--- config.mk ---
export PLATFORM = sky130hd
export DESIGN_NAME = pp_burst_engine
export DESIGN_NICKNAME = d
export VERILOG_FILES = /design/src/rtl/pp_burst_pkg.sv /design/src/rtl/pp_burst_count.sv /design/src/rtl/pp_burst_capture.sv /design/src/rtl/pp_burst_fsm.sv /design/src/rtl/pp_burst_engine.sv
export SDC_FILE = /design/constraint.sdc
export NUM_CORES = 1
export LEC_CHECK = 0
export BUFFER_PORTS_ARGS = -buffer_cell sky130_fd_sc_hd__buf_2
export CORE_MARGIN = 8
export CORE_UTILIZATION = 48
export CTS_CLUSTER_DIAMETER = 100
export DETAILED_ROUTE_END_ITERATION = 16
export PLACE_DENSITY = 0.76
export SYNTH_ARGS = -nofsm -noshare
export SYNTH_HDL_FRONTEND = slang
export SYNTH_SLANG_ARGS = --single-unit
--- constraint.sdc ---
create_clock -name clk -period 2.15 [get_ports clk]
set_clock_uncertainty 0.05 [all_clocks]
set_input_delay 0.43 -clock clk [delete_from_list [all_inputs] [get_ports clk]]
set_output_delay 0.43 -clock clk [all_outputs]
set_load 0.05 [all_outputs]
--- src/rtl/pp_burst_pkg.sv ---
package pp_burst_pkg;

  typedef enum logic [3:0] {
    S_IDLE, S_SEL, S_WHOLD, S_WSET, S_WSTB,
    S_NLO, S_NHI, S_REL, S_BRD, S_PUSH,
    S_TRM0, S_TRM1, S_FIN
  } pp_state_e;

  typedef enum logic [1:0] { K_WR, K_NIB, K_BYTE } pp_kind_e;

  localparam logic [1:0] MODE_NIB   = 2'd0;
  localparam logic [1:0] MODE_BYTE  = 2'd1;
  localparam logic [1:0] MODE_WWIDE = 2'd2;

  localparam logic [7:0] CTL_REST    = 8'h04;
  localparam logic [7:0] CTL_WR_IDLE = 8'h05;
  localparam logic [7:0] CTL_NIB_LO  = 8'h06;
  localparam logic [7:0] CTL_WR_STB  = 8'h07;
  localparam logic [7:0] CTL_TRM0    = 8'hAC;
  localparam logic [7:0] CTL_TRM1    = 8'hA4;
  localparam logic [7:0] BUS_FREE    = 8'hFF;

  // control code of select step idx
  function automatic logic [7:0] sel_ctrl(input logic [2:0] idx);
    case (idx)
      3'd1, 3'd4: sel_ctrl = 8'h0C;
      3'd2, 3'd3: sel_ctrl = 8'h0E;
      default:    sel_ctrl = 8'h04;
    endcase
  endfunction

  // byte-wide read strobe code by phase
  function automatic logic [7:0] byte_rd_ctrl(input logic ph);
    byte_rd_ctrl = ph ? 8'hA4 : 8'hA6;
  endfunction

  // two status samples into one byte, each carrying a nibble in bits 7:4
  function automatic logic [7:0] join_nibbles(input logic [7:0] lo_s,
                                              input logic [7:0] hi_s);
    join_nibbles = {hi_s[7:4], lo_s[7:4]};
  endfunction

  function automatic logic start_legal(input logic rd, input logic [1:0] md,
                                       input logic nonzero);
    start_legal = nonzero && (rd ? (md == MODE_NIB || md == MODE_BYTE)
                                 : (md != 2'd3));
  endfunction

endpackage

--- src/rtl/pp_burst_count.sv ---
module pp_burst_count #(
  parameter int CNT_W = 16
) (
  input  logic             clk,
  input  logic             rst_n,
  input  logic             load_i,
  input  logic [CNT_W-1:0] load_val_i,
  input  logic             dec_i,
  output logic             empty_o,
  output logic             last_o
);
  localparam logic [CNT_W-1:0] ONE = CNT_W'(1);

  logic [CNT_W-1:0] rem_q;

  always_ff @(posedge clk or negedge rst_n) begin
    if (!rst_n)      rem_q <= '0;
    else if (load_i) rem_q <= load_val_i;
    else if (dec_i)  rem_q <= rem_q - ONE;
  end

  assign empty_o = (rem_q == '0);
  assign last_o  = (rem_q == ONE);

  // never count below zero
  p_no_underflow_r9: assert property (@(posedge clk) disable iff (!rst_n)
    dec_i |-> !empty_o);
endmodule

--- src/rtl/pp_burst_capture.sv ---
module pp_burst_capture (
  input  logic       clk,
  input  logic       rst_n,
  input  logic       cap_lo_i,
  input  logic       cap_hi_i,
  input  logic       cap_byte_i,
  input  logic [7:0] status_i,
  input  logic [7:0] data_i,
  output logic [7:0] byte_o
);
  import pp_burst_pkg::*;

  logic [7:0] lo_q, byte_q;

  always_ff @(posedge clk or negedge rst_n) begin
    if (!rst_n) begin
      lo_q   <= '0;
      byte_q <= '0;
    end else begin
      if (cap_lo_i)   lo_q   <= status_i;
      if (cap_hi_i)   byte_q <= join_nibbles(lo_q, status_i);
      if (cap_byte_i) byte_q <= data_i;
    end
  end

  assign byte_o = byte_q;

  // at most one sampling event per cycle
  p_one_sample_r3: assert property (@(posedge clk) disable iff (!rst_n)
    $onehot0({cap_lo_i, cap_hi_i, cap_byte_i}));
endmodule

--- src/rtl/pp_burst_fsm.sv ---
module pp_burst_fsm #(
  parameter logic [7:0] DATA_REG    = 8'h08,
  parameter logic [7:0] WIDE_RD_OFS = 8'hC0
) (
  input  logic       clk,
  input  logic       rst_n,
  input  logic       go_i,
  input  logic       dir_rd_i,
  input  logic [1:0] mode_i,
  input  logic       rem_empty_i,
  input  logic       rem_last_i,
  input  logic       rd_ready_i,
  input  logic       wr_valid_i,
  input  logic [7:0] wr_data_i,
  output logic [7:0] ctrl_o,
  output logic [7:0] data_o,
  output logic       oe_o,
  output logic       busy_o,
  output logic       done_o,
  output logic       rd_valid_o,
  output logic       wr_ready_o,
  output logic       cnt_dec_o,
  output logic       cap_lo_o,
  output logic       cap_hi_o,
  output logic       cap_byte_o
);
  import pp_burst_pkg::*;

  localparam logic [7:0] ADDR_WIDE = DATA_REG + WIDE_RD_OFS;
  localparam logic [2:0] SEL_LAST  = 3'd7;

  pp_state_e  st_q, nst;
  pp_kind_e   kind_q, nkind;
  logic [7:0] ctrl_q, nctrl, data_q, ndata;
  logic       oe_q, noe, ph_q, nph;
  logic [2:0] idx_q, nidx;

  // named events for assertions and wiring
  logic rd_take, wr_take;
  assign rd_valid_o = (st_q == S_PUSH);
  assign wr_ready_o = (st_q == S_WHOLD) && !rem_empty_i;
  assign rd_take    = rd_valid_o && rd_ready_i;
  assign wr_take    = wr_ready_o && wr_valid_i;
  assign cnt_dec_o  = rd_take || wr_take;

  always_comb begin
    nst = st_q; nkind = kind_q; nctrl = ctrl_q; ndata = data_q;
    noe = oe_q; nph = ph_q; nidx = idx_q;
    cap_lo_o = 1'b0; cap_hi_o = 1'b0; cap_byte_o = 1'b0;
    case (st_q)
      S_IDLE: if (go_i) begin
        nst = S_SEL; nidx = 3'd0; nctrl = sel_ctrl(3'd0); noe = 1'b1; nph = 1'b0;
        if (!dir_rd_i) nkind = K_WR;
        else if (mode_i == MODE_BYTE) nkind = K_BYTE;
        else nkind = K_NIB;
        ndata = (dir_rd_i && mode_i == MODE_BYTE) ? ADDR_WIDE : DATA_REG;
      end
      S_SEL: if (idx_q == SEL_LAST) begin
        case (kind_q)
          K_WR:    begin nst = S_WHOLD; nctrl = CTL_WR_IDLE; end
          K_NIB:   begin nst = S_NLO;   nctrl = CTL_NIB_LO;  end
          default: begin nst = S_REL;   nctrl = CTL_REST; ndata = BUS_FREE; end
        endcase
      end else begin
        nidx  = 3'(idx_q + 3'd1);
        nctrl = sel_ctrl(3'(idx_q + 3'd1));
      end
      S_WHOLD: begin
        if (rem_empty_i) begin
          nst = S_FIN; nctrl = CTL_REST;
        end else if (wr_valid_i) begin
          nst = S_WSET; ndata = wr_data_i;
        end
      end
      S_WSET: begin nst = S_WSTB;  nctrl = CTL_WR_STB;  end
      S_WSTB: begin nst = S_WHOLD; nctrl = CTL_WR_IDLE; end
      S_NLO:  begin nst = S_NHI; nctrl = CTL_REST; cap_lo_o = 1'b1; end
      S_NHI:  begin nst = S_PUSH; cap_hi_o = 1'b1; end
      S_REL:  begin nst = S_BRD; nctrl = byte_rd_ctrl(1'b0); noe = 1'b0; end
      S_BRD:  begin nst = S_PUSH; cap_byte_o = 1'b1; nph = !ph_q; end
      S_PUSH: if (rd_ready_i) begin
        if (rem_last_i) begin
          if (kind_q == K_BYTE) begin nst = S_TRM0; nctrl = CTL_TRM0; end
          else begin nst = S_FIN; nctrl = CTL_REST; end
        end else if (kind_q == K_BYTE) begin
          nst = S_BRD; nctrl = byte_rd_ctrl(ph_q);
        end else begin
          nst = S_NLO; nctrl = CTL_NIB_LO;
        end
      end
      S_TRM0: begin nst = S_TRM1; nctrl = CTL_TRM1; end
      S_TRM1: begin nst = S_FIN; nctrl = CTL_REST; noe = 1'b1; end
      S_FIN:  nst = S_IDLE;
      default: nst = S_IDLE;
    endcase
  end

  always_ff @(posedge clk or negedge rst_n) begin
    if (!rst_n) begin
      st_q <= S_IDLE; kind_q <= K_WR; ctrl_q <= CTL_REST; data_q <= 8'h00;
      oe_q <= 1'b1; ph_q <= 1'b0; idx_q <= 3'd0;
    end else begin
      st_q <= nst; kind_q <= nkind; ctrl_q <= nctrl; data_q <= ndata;
      oe_q <= noe; ph_q <= nph; idx_q <= nidx;
    end
  end

  assign ctrl_o = ctrl_q;
  assign data_o = data_q;
  assign oe_o   = oe_q;
  assign busy_o = (st_q != S_IDLE);
  assign done_o = (st_q == S_FIN);

  // address held across the select steps
  p_sel_addr_r2: assert property (@(posedge clk) disable iff (!rst_n)
    (st_q == S_SEL && $past(st_q) == S_SEL) |-> $stable(data_q) && oe_q);
  // enable low while byte-wide strobe codes are shown
  p_oe_low_r4: assert property (@(posedge clk) disable iff (!rst_n)
    (ctrl_q == 8'hA6 || ctrl_q == CTL_TRM0) |-> !oe_q);
  // closing order
  p_term_a_r5: assert property (@(posedge clk) disable iff (!rst_n)
    ctrl_q == CTL_TRM0 |=> ctrl_q == CTL_TRM1);
  p_term_b_r5: assert property (@(posedge clk) disable iff (!rst_n)
    (ctrl_q == CTL_TRM1 && $past(ctrl_q) == CTL_TRM0) |=> ctrl_q == CTL_REST && oe_q);
  // strobe returns to 0x05 with the byte unchanged
  p_strobe_r6: assert property (@(posedge clk) disable iff (!rst_n)
    ctrl_q == CTL_WR_STB |=> ctrl_q == CTL_WR_IDLE && $stable(data_q));
  // write byte only taken at the 0x05 step
  p_wr_ready_r8: assert property (@(posedge clk) disable iff (!rst_n)
    wr_ready_o |-> ctrl_q == CTL_WR_IDLE && oe_q);
endmodule

--- src/rtl/pp_burst_engine.sv ---
module pp_burst_engine #(
  parameter int         CNT_W       = 16,
  parameter logic [7:0] DATA_REG    = 8'h08,
  parameter logic [7:0] WIDE_RD_OFS = 8'hC0
) (
  input  logic             clk,
  input  logic             rst_n,
  input  logic             start_i,
  input  logic             dir_rd_i,
  input  logic [1:0]       mode_i,
  input  logic [CNT_W-1:0] count_i,
  output logic             busy_o,
  output logic             done_o,
  output logic [7:0]       pp_data_o,
  output logic             pp_data_oe_o,
  output logic [7:0]       pp_ctrl_o,
  input  logic [7:0]       pp_data_i,
  input  logic [7:0]       pp_status_i,
  output logic             rd_valid_o,
  output logic [7:0]       rd_data_o,
  input  logic             rd_ready_i,
  input  logic             wr_valid_i,
  input  logic [7:0]       wr_data_i,
  output logic             wr_ready_o
);
  import pp_burst_pkg::*;

  logic go, rem_empty, rem_last, cnt_dec, cap_lo, cap_hi, cap_byte;

  // start accepted only when idle and legal
  assign go = start_i && !busy_o && start_legal(dir_rd_i, mode_i, count_i != '0);

  pp_burst_count #(.CNT_W(CNT_W)) u_count (
    .clk(clk), .rst_n(rst_n), .load_i(go), .load_val_i(count_i),
    .dec_i(cnt_dec), .empty_o(rem_empty), .last_o(rem_last)
  );

  pp_burst_capture u_capture (
    .clk(clk), .rst_n(rst_n), .cap_lo_i(cap_lo), .cap_hi_i(cap_hi),
    .cap_byte_i(cap_byte), .status_i(pp_status_i), .data_i(pp_data_i),
    .byte_o(rd_data_o)
  );

  pp_burst_fsm #(.DATA_REG(DATA_REG), .WIDE_RD_OFS(WIDE_RD_OFS)) u_fsm (
    .clk(clk), .rst_n(rst_n), .go_i(go), .dir_rd_i(dir_rd_i), .mode_i(mode_i),
    .rem_empty_i(rem_empty), .rem_last_i(rem_last), .rd_ready_i(rd_ready_i),
    .wr_valid_i(wr_valid_i), .wr_data_i(wr_data_i), .ctrl_o(pp_ctrl_o),
    .data_o(pp_data_o), .oe_o(pp_data_oe_o), .busy_o(busy_o), .done_o(done_o),
    .rd_valid_o(rd_valid_o), .wr_ready_o(wr_ready_o), .cnt_dec_o(cnt_dec),
    .cap_lo_o(cap_lo), .cap_hi_o(cap_hi), .cap_byte_o(cap_byte)
  );

  // idle shows the rest code with the bus driven
  p_idle_r1: assert property (@(posedge clk) disable iff (!rst_n)
    !busy_o |-> pp_ctrl_o == 8'h04 && pp_data_oe_o && !rd_valid_o && !wr_ready_o);
  // stalled read hand-off freezes byte and lines
  p_rd_hold_r7: assert property (@(posedge clk) disable iff (!rst_n)
    (rd_valid_o && !rd_ready_i) |=> rd_valid_o && $stable(rd_data_o)
                                    && $stable(pp_ctrl_o) && $stable(pp_data_oe_o));
  // done is a single cycle followed by idle
  p_done_r9: assert property (@(posedge clk) disable iff (!rst_n)
    done_o |=> !busy_o && !done_o);
endmodule

==> results of run 1 <==
flip-flops by register name, indices dropped and copies added (netlist names):
register          cells
u_fsm.oe_o            1
u_fsm.data_o          8
u_count.rem_q        16
u_fsm.st_q            4
u_capture.byte_o      8
u_fsm.ph_q            1
u_fsm.idx_q           3
u_capture.lo_q        4
u_fsm.ctrl_o          4
u_fsm.kind_q          2
critical path, delay by kind of cell, from the launching register on:
kind / cells / cell delay (ns)
and+or+nand+nor: 3 / 0.60
DFF: 1 / 0.41
buffers and inverters: 3 / 0.27
adders and majority gates: 1 / 0.14
kinds of logic (layout without fill, tap and decap cells):
kind of cell / Yosys count / count (layout) / synth area share [%]
simple gates: 139 / 139 / 24.6
compound gates: 85 / 85 / 17.8
flops: 51 / 51 / 41.0
buf+inv: 35 / 148 / 5.09
mux: 20 / 20 / 7.10
fa+ha+maj: 7 / 7 / 2.81
xor+xnor: 5 / 5 / 1.40
other cells: 2 / 3 / 0.241
timing repair:
action	in CTS	in global routing
buffers inserted	4	6
cloned	1	0
endpoints found under the setup margin	14	24
pin swaps	3	7
gates resized for setup	11	15
area by class of cell:
type                            count  area [um2]
Inverter                           14        57.6
Clock buffer                        5        68.8
Multi-Input combinational cell    259        1800
Timing Repair Buffer              126         847
Clock inverter                      3        47.5
Sequential cell                    51        1280
Tap cell                           77        96.3
Fill cell                         488        2110
routing by layer:
layer	GRT usage (%)	vias to the layer above
li1	-	1473
met2	30.9	139
met5	0	-
met3	5.05	14
met4	4.14	0
met1	23.8	1487
layout by cell type (no fill, tap or decap), types with 3 or more instances in the layout:
cell type and count:
a21oi_1 21, a22oi_1 9, a31oi_1 7, buf_12 5, buf_2 69, buf_4 50
clkbuf_8 5, conb_1 3, dfrtp_1 48, ha_1 5, inv_1 11, mux2_1 10
mux2_2 7, mux2i_1 3, nand2_1 43, nand2b_1 8, nand3_1 7, nand4_1 4
nor2_1 28, nor3_1 5, nor4_1 4, o21ai_0 18, or3_1 10, or4_1 3
xnor2_1 5
final timing paths:
path / startpoint / to / slack, ns / depth (start not counted)
max: u_count.rem_q[0]$_DFFE_PN0P_ / wr_ready_o / -0.06 / 7
min: rst_n / u_count.rem_q[15]$_DFFE_PN0P_ / 0.04 / 2
max reg2reg: u_count.rem_q[4]$_DFFE_PN0P_ / u_count.rem_q[15]$_DFFE_PN0P_ / 0.01 / 7
min reg2reg: u_capture.byte_o[6]$_DFFE_PN0P_ / u_capture.byte_o[6]$_DFFE_PN0P_ / 0.43 / 2
max in group asynchronous: rst_n / u_fsm.oe_o$_DFFE_PN1P_ / 1.72 / 2
min in group clk: pp_data_i[2] / u_capture.byte_o[2]$_DFFE_PN0P_ / 0.28 / 3
report_power, final:
| group | total [mW] | leakage, nW | switching [mW] | internal, mW |
|---|---|---|---|---|
| Sequential | 1.80 | 0.615 | 0.393 | 1.41 |
| Clock | 0.713 | 0.0587 | 0.360 | 0.354 |
| Combinational | 3.93 | 1.23 | 2.29 | 1.64 |
| Total | 6.45 | 1.90 | 3.04 | 3.41 |
stage by stage:
| stage | cells | instance area [um2] |
|---|---|---|
| floorplan | 345 | 3140 |
| global placement | 516 | 3880 |
| detailed placement | 516 | 3880 |
| CTS | 529 | 4090 |
| global route | 535 | 4200 |
| finish | 535 | 4200 |
==> flow_metrics.py, run 1 <==
metrics = {
    "global_routing": {
        "grt_pass1_wl_um": 15000,
        "grt.total_usage_pct": 18.8,
        "grt_pass1_vias": 3127,
        "overflow": 0,
        "grt_max_degree": 52,
        "antenna_found_initial": 0,
    },
    "cts": {
        "cts_root_buf": "clkbuf_8",
        "clk_latency_ns": 0.31,
        "clock_sinks": 51,
        "cts_buffers": 5,
        "htreeDepth": 2,
        "hold_buffers": 0,
        "clk_pin_slew_ns": 0.10,
        "cts_tree": "built",
        "clockBufferDepth": 2,
    },
    "setup_path": {
        "critical_path_class": "register to output pin",
        "path_cells": "inv_2 -> ha_4 -> nor4b_4 -> and4_4 -> nand2b_4 -> inv_6 -> buf_8",
        "crit_path_end_kind": "output pin",
        "worst-endpoint-arrival_ns": 1.73,
        "crit_path_max_fanout": 3,
        "worst_setup_path_start_kind": "register",
        "slowest_delay_ns": 0.41,
        "crit_slowest_cell": "dfrtp_1",
        "crit_required_ns": 1.67,
    },
    "synth": {
        "synth_top_area_share_pct": 40.1,
        "syn_area_um2": 3120,
        "synth_area_per_cell_um2": 9.07,
        "synth_common_cells": "dfrtp_1, nand2_1, nor2_1",
        "yosysWarningCount": 0,
        "synth_edf_count": 0,
        "netlist_instances": 344,
        "synth.area.top_cells": "dfrtp_1, nand2_1, mux2_1, a21oi_1, nor2_1",
        "synth.distinct_cells": 66,
        "synth_top_area_cell": "dfrtp_1",
        "ys.flop_type": "dfrtp_1",
        "yosysMostFrequentCell": "dfrtp_1",
        "yosysSeqAreaShare_pct": 41.0,
        "synthArstFlopShare_pct": 100,
        "synth-seq-cells": 51,
    },
    "pwr": {
        "ir_worst_vdd_mv": 1.08,
        "total_power_mw": 6.45,
        "power_density_nw_per_um2": 1540,
        "p_leak_nw": 1.90,
    },
    "die": {
        "dieArea_um2": 9330,
        "start_util_pct": 49.4,
        "die_w_um": 96.6,
        "io_pins": 77,
        "rows": 29,
        "placeableCoreArea_um2": 6310,
        "die_height_um": 96.6,
    },
    "cells_and_area": {
        "num-nets-final": 512,
        "final_core_util_pct": 66.5,
        "area_delta_synth_final_pct": 34.6,
        "drive_gt1_share_pct": 37.6,
        "antenna_cells": 0,
    },
    "placement": {
        "routabilityCongestion": 0.905,
        "dp_worst_setup_slack_ns": -0.0930,
        "hpwl_um": 6500,
        "place.port_buffers": 69,
    },
    "hold_path": {
        "hp-class": "input pin to async pin",
    },
    "routing": {
        "ant_nets": 0,
        "drc": 0,
        "wl_met3_um": 670,
        "wl_met1_um": 3880,
        "wl_per_cell_um": 17.1,
        "wl_um": 9130,
        "met2_wirelength_um": 4450,
        "via_count": 3113,
        "drtIter0Drc": 280,
        "dr.pass1.iters": 5,
        "via_per_inst": 5.82,
        "highest_layer": "met4",
    },
    "sta": {
        "finalHoldViolCount": 0,
        "setup_slack_ns": -0.0587,
        "rsz0062_at_grt": "yes",
        "max_slew.worst_pin.slew_ns": 0.569,
        "min_period_over_period_pct": 103,
        "fmaxAchievable_ghz": 0.453,
        "relSlewSlack_pct": 61.9,
        "fin_tns_setup_ns": -0.0587,
        "setup_viol": 1,
        "post-route-min-period_ns": 2.21,
        "timing.hold.ws_ns": 0.0387,
        "final_max_slew_viol_count": 0,
    },
    "run_status": {
        "violations": "setup timing",
        "run_status": "finished, violations left",
    },
    "flow_run": {
        "cap_violations": 0,
    },
}
(Power assumes the default switching activity.)
==> run 2, diff against run 1 <==
SETUP_SLACK_MARGIN = 0.4   (was not set)
==> run 2 against run 1 <==
Net effect: the flow still finishes with violations (setup timing); setup slack got worse by 0.020 ns; first-iteration DRC count decreased by 29%; fmax shrank 0.91%; final cell count is 2.4% higher; total power grew 13%; critical path depth unchanged; non-clock buffer count rose by 13; sequential share of layout area is 3.6 points lower; via count grew 4.6%; sequential power up 5%; cell area increased by 14%; largest cell class unchanged; largest power group unchanged; highest routed layer unchanged.
==> flow_metrics.py, run 2 (synthesized netlist as in run 1, its figures left out) <==
metrics = {
    "sta": {
        "rsz0062_at_grt": "yes",
        "fmaxAchievable_ghz": 0.449,
        "fin_tns_setup_ns": -0.155,
        "max_slew.worst_pin.slew_ns": 0.525,
        "min_period_over_period_pct": 104,
        "setup_viol": 4,
        "setup_slack_ns": -0.0790,
        "finalHoldViolCount": 0,
        "timing.hold.ws_ns": 0.0239,
        "relSlewSlack_pct": 65.0,
        "post-route-min-period_ns": 2.23,
        "final_max_slew_viol_count": 0,
    },
    "routing": {
        "wl_um": 10500,
        "via_per_inst": 5.94,
        "via_count": 3256,
        "wl_per_cell_um": 19.2,
        "dr.pass1.iters": 5,
        "ant_nets": 0,
        "drtIter0Drc": 199,
        "drc": 0,
    },
    "run_status": {
        "violations": "setup timing",
        "run_status": "finished, violations left",
    },
    "setup_path": {
        "crit_slowest_cell": "dfrtp_1",
        "worst_setup_path_start_kind": "register",
        "crit_required_ns": 1.67,
        "critical_path_class": "register to output pin",
        "crit_buf_inv": 3,
        "slowest_delay_ns": 0.42,
        "worst-endpoint-arrival_ns": 1.75,
        "path_cells": "inv_2 -> ha_4 -> nor4b_4 -> and4_4 -> nand2b_4 -> inv_6 -> buf_8",
        "crit_path_max_fanout": 2,
        "worst_path_dominant_cell_family": "simple AND/OR/NAND/NOR gates",
        "crit_path_end_kind": "output pin",
    },
    "placement": {
        "hpwl_um": 6620,
        "dp_worst_setup_slack_ns": -0.102,
        "place_area_um2": 3890,
        "place.port_buffers": 69,
        "routabilityCongestion": 0.893,
        "placed_cells": 505,
    },
    "global_routing": {
        "grt_pass1_vias": 3251,
        "grt_pass1_wl_um": 15800,
        "grt.total_usage_pct": 19.9,
        "overflow": 0,
        "antenna_found_initial": 0,
        "grt_max_degree": 32,
    },
    "pwr": {
        "power_density_nw_per_um2": 1520,
        "total_power_mw": 7.26,
        "p_leak_nw": 2.11,
        "ir_worst_vdd_mv": 1.21,
    },
    "cells_and_area": {
        "regMostFlops": "u_count.rem_q",
        "fillCellCount": 425,
        "largest_register_ffs": 16,
        "final_cell_mix": "buf_2, dfrtp_1, buf_4, nand2_1, nor2_1",
        "layout_commonest_cell": "buf_2",
        "num-nets-final": 525,
        "stdcell_count": 548,
        "drive_gt1_share_pct": 50.7,
        "design_area_um2": 4770,
        "final_core_util_pct": 75.6,
        "area_delta_synth_final_pct": 53.0,
        "antenna_cells": 0,
    },
    "cts": {
        "clk_pin_slew_ns": 0.10,
        "clock_sinks": 51,
        "hold_buffers": 0,
        "cts_root_buf": "clkbuf_8",
        "cts_tree": "built",
        "clockBufferDepth": 2,
        "cts_buffers": 5,
        "htreeDepth": 2,
        "clk_latency_ns": 0.32,
    },
    "die": {
        "start_util_pct": 49.4,
        "io_pins": 77,
        "die_height_um": 96.6,
        "placeableCoreArea_um2": 6310,
        "dieArea_um2": 9330,
        "die_w_um": 96.6,
        "rows": 29,
    },
    "hold_path": {
        "hp-class": "input pin to async pin",
    },
    "flow_run": {
        "cap_violations": 0,
    },
}
==> run 2: area by class of cell <==
| cell class | instances | area (um2) | share of cell area, % |
|---|---|---|---|
| Sequential cell | 51 | 1280 | 26.8 |
| Clock inverter | 2 | 12.5 | 0.262 |
| Multi-Input combinational cell | 259 | 2170 | 45.4 |
| Clock buffer | 6 | 72.6 | 1.52 |
| Tap cell | 77 | 96.3 | 2.02 |
| Inverter | 14 | 57.6 | 1.21 |
| Timing Repair Buffer | 139 | 1090 | 22.8 |
==> run 2: per-layer routing <==
metal | global-route usage [%] | wire length [um]
met3 | 5.62 | 759
met2 | 32.8 | 5180
met4 | 7.22 | 276
met5 | 0 | 0
met1 | 24.1 | 4300
==> run 2: final timing paths <==
kind / from / to / slack (ns) / cells after the start
min reg2reg: u_capture.byte_o[7]$_DFFE_PN0P_ / u_capture.byte_o[7]$_DFFE_PN0P_ / 0.43 / 2
min in group clk: pp_status_i[4] / u_capture.byte_o[4]$_DFFE_PN0P_ / 0.28 / 3
min: rst_n / u_fsm.idx_q[2]$_DFFE_PN0P_ / 0.02 / 1
max in group asynchronous: rst_n / u_fsm.oe_o$_DFFE_PN1P_ / 1.41 / 2
max reg2reg: u_count.rem_q[1]$_DFFE_PN0P_ / u_count.rem_q[11]$_DFFE_PN0P_ / -0.04 / 9
max: u_count.rem_q[1]$_DFFE_PN0P_ / wr_ready_o / -0.08 / 7
==> run 2: repair_timing <==
| action | CTS | global route |
|---|---|---|
| pin swaps | 22 | 24 |
| cloned | 0 | 1 |
| setup endpoints to repair | 54 | 50 |
| buffers inserted | 25 | 9 |
| gates resized for setup | 65 | 52 |
==> run 2: where the power goes <==
part / leakage [nW] / switching (mW) / total [mW] / internal [mW]
registers: 0.613 / 0.478 / 1.89 / 1.41
clock network: 0.0412 / 0.345 / 0.573 / 0.229
logic: 1.46 / 2.60 / 4.80 / 2.20
total: 2.11 / 3.42 / 7.26 / 3.84
==> run 3, diff against run 2 <==
ABC_AREA = 1   (was not set)
CORE_UTILIZATION = 49   (was 48)
==> run 3 against run 2 <==
Net effect: the run now ends clean; count of clock-buffer cells in the layout shrank 1; global-route usage grew 0.26 points; critical path depth is the same.
==> flow_metrics.py, run 3 <==
metrics = {
    "cells_and_area": {
        "seqCellArea_um2": 1290,
        "antenna_cells": 0,
        "fillCellCount": 458,
        "largest_register_ffs": 16,
        "drive_gt1_share_pct": 36.3,
        "final_cell_mix": "nand2_1, buf_2, buf_4, nor2_1, dfrtp_1",
        "area_delta_synth_final_pct": 46.4,
        "num-nets-final": 690,
        "design_area_um2": 4980,
        "regMostFlops": "u_count.rem_q",
        "multiInputGateArea_um2": 2200,
        "layout_commonest_cell": "nand2_1",
    },
    "global_routing": {
        "grt.total_usage_pct": 20.1,
        "overflow": 0,
        "grt_pass1_vias": 3643,
        "grt_pass1_wl_um": 16700,
        "antenna_found_initial": 0,
        "grt_max_degree": 23,
    },
    "synth": {
        "yosysWarningCount": 0,
        "synth_area_per_cell_um2": 6.74,
        "synth_top_area_cell": "dfrtp_1",
        "yosysSeqAreaShare_pct": 37.6,
        "netlist_instances": 504,
        "synthArstFlopShare_pct": 100,
        "synth_edf_count": 0,
        "yosysMostFrequentCell": "nand2_1",
        "synth.area.top_cells": "dfrtp_1, nand2_1, nand3_1, nor2_1, inv_1",
        "synth_common_cells": "nand2_1, nor2_1, dfrtp_1",
        "synth.distinct_cells": 34,
        "ys.flop_type": "dfrtp_1",
        "synth-seq-cells": 51,
        "syn_area_um2": 3400,
        "synth_top_area_share_pct": 36.8,
    },
    "pwr": {
        "p_leak_nw": 2.73,
        "ir_worst_vdd_mv": 0.844,
        "power_density_nw_per_um2": 1530,
        "total_power_mw": 7.62,
    },
    "setup_path": {
        "worst-endpoint-arrival_ns": 1.58,
        "crit_buf_inv": 2,
        "crit_path_end_kind": "output pin",
        "critical_path_class": "register to output pin",
        "path_cells": "nor2_4 -> nand2_4 -> nor2_4 -> nand2_4 -> nand2_4 -> clkinvlp_4 -> buf_8",
        "worst_path_dominant_cell_family": "simple AND/OR/NAND/NOR gates",
        "crit_path_max_fanout": 4,
        "worst_setup_path_start_kind": "register",
        "crit_top_cell": "nand2_4",
        "crit_required_ns": 1.67,
        "crit_slowest_cell": "dfrtp_1",
        "slowest_delay_ns": 0.49,
    },
    "cts": {
        "clock_sinks": 51,
        "clockBufferDepth": 2,
        "clk_pin_slew_ns": 0.11,
        "clk_latency_ns": 0.32,
        "cts_buffers": 5,
        "cts_root_buf": "clkbuf_8",
        "cts_tree": "built",
        "htreeDepth": 2,
    },
    "placement": {
        "place.port_buffers": 69,
        "place_area_um2": 3910,
        "routabilityCongestion": 0.951,
        "hpwl_um": 7020,
    },
    "die": {
        "die_height_um": 99.3,
        "rows": 30,
        "start_util_pct": 50.3,
        "io_pins": 77,
        "dieArea_um2": 9860,
        "die_w_um": 99.3,
        "placeableCoreArea_um2": 6760,
    },
    "sta": {
        "relSlewSlack_pct": 60.3,
        "max_slew.worst_pin.slew_ns": 0.595,
        "finalHoldViolCount": 0,
        "post-route-min-period_ns": 2.06,
        "min_period_over_period_pct": 95.8,
        "fmaxAchievable_ghz": 0.486,
        "timing.hold.ws_ns": 0.0544,
        "rsz0062_at_grt": "yes",
        "final_max_slew_viol_count": 0,
        "setup_viol": 0,
        "fin_tns_setup_ns": 0,
    },
    "run_status": {
        "run_status": "completed",
    },
    "routing": {
        "drtIter0Drc": 359,
        "ant_nets": 0,
        "drc": 0,
        "via_per_inst": 5.95,
        "wl_um": 12800,
        "via_count": 4257,
        "wl_per_cell_um": 17.9,
        "dr.pass1.iters": 9,
    },
    "flow_run": {
        "cap_violations": 0,
    },
    "hold_path": {
        "hp-class": "input pin to async pin",
    },
}
run 3: area by class of cell:
class                           count  share of cell area (%)
Timing Repair inverter              3                   0.981
Inverter                           44                    4.12
Clock buffer                        5                    1.38
Clock inverter                      3                   0.553
Multi-Input combinational cell    394                    44.3
Sequential cell                    51                    25.8
Timing Repair Buffer              136                    20.8
Tap cell                           80                    2.01
run 3: worst paths after layout:
path                                                   end  slack, ns                    startpoint  depth (start not counted)
setup / recovery                                wr_ready_o       0.09  u_count.rem_q[5]$_DFFE_PN0P_                          7
hold / removal                u_count.rem_q[6]$_DFFE_PN0P_       0.05                         rst_n                          1
setup reg to reg              u_count.rem_q[7]$_DFFE_PN0P_       0.16     u_fsm.st_q[2]$_DFFE_PN0P_                         12
hold reg to reg                u_fsm.data_o[4]$_DFFE_PN0P_       0.42   u_fsm.data_o[4]$_DFFE_PN0P_                          2
max in group asynchronous           u_fsm.oe_o$_DFFE_PN1P_       1.31                         rst_n                          2
min in group clk           u_capture.byte_o[3]$_DFFE_PN0P_       0.28                  pp_data_i[3]                          3
run 3: metal layers:
metal  vias to the layer above  global-route usage, %  share of wire [%]
met5                         -                      0                  0
li1                       1885                      -                  -
met3                        86                   4.33                 11
met4                         0                   5.70                4.5
met1                      1955                   25.2                 38
met2                       331                   34.0                 47
run 3: power by group:
group          internal [mW]  switching, mW
Sequential              1.38          0.361
Combinational           1.94           3.32
Clock                  0.242          0.374
run 3: logic make-up after synthesis:
kind of cell	share of synthesized area (%)
other	0.221
adders and majority gates	2.58
xor gates and xnor gates	1.29
and+or+nand+nor	44.4
buffers and inverters	8.03
AOI/OAI and AO/OA	5.85
DFF	37.6
run 3: metrics by stage:
stage | setup slack (ns) | utilization [%] | cells
2_1_floorplan | 0.372 | - | 505
3_3_place_gp | 0.255 | 57.8 | 650
3_5_place_dp | 0.242 | 57.8 | 650
4_1_cts | 0.145 | 63.8 | 683
5_1_grt | 0.0222 | 73.6 | 716
6_report | 0.0912 | 73.6 | 716
run 3: repair_timing:
| item | CTS | global route |
|---|---|---|
| pin swaps | 11 | 24 |
| cloned | 1 | 7 |
| setup endpoints to repair | 39 | 44 |
| setup buffers | 24 | 26 |
| resized for setup | 35 | 90 |
| hold buffers | 0 | 0 |
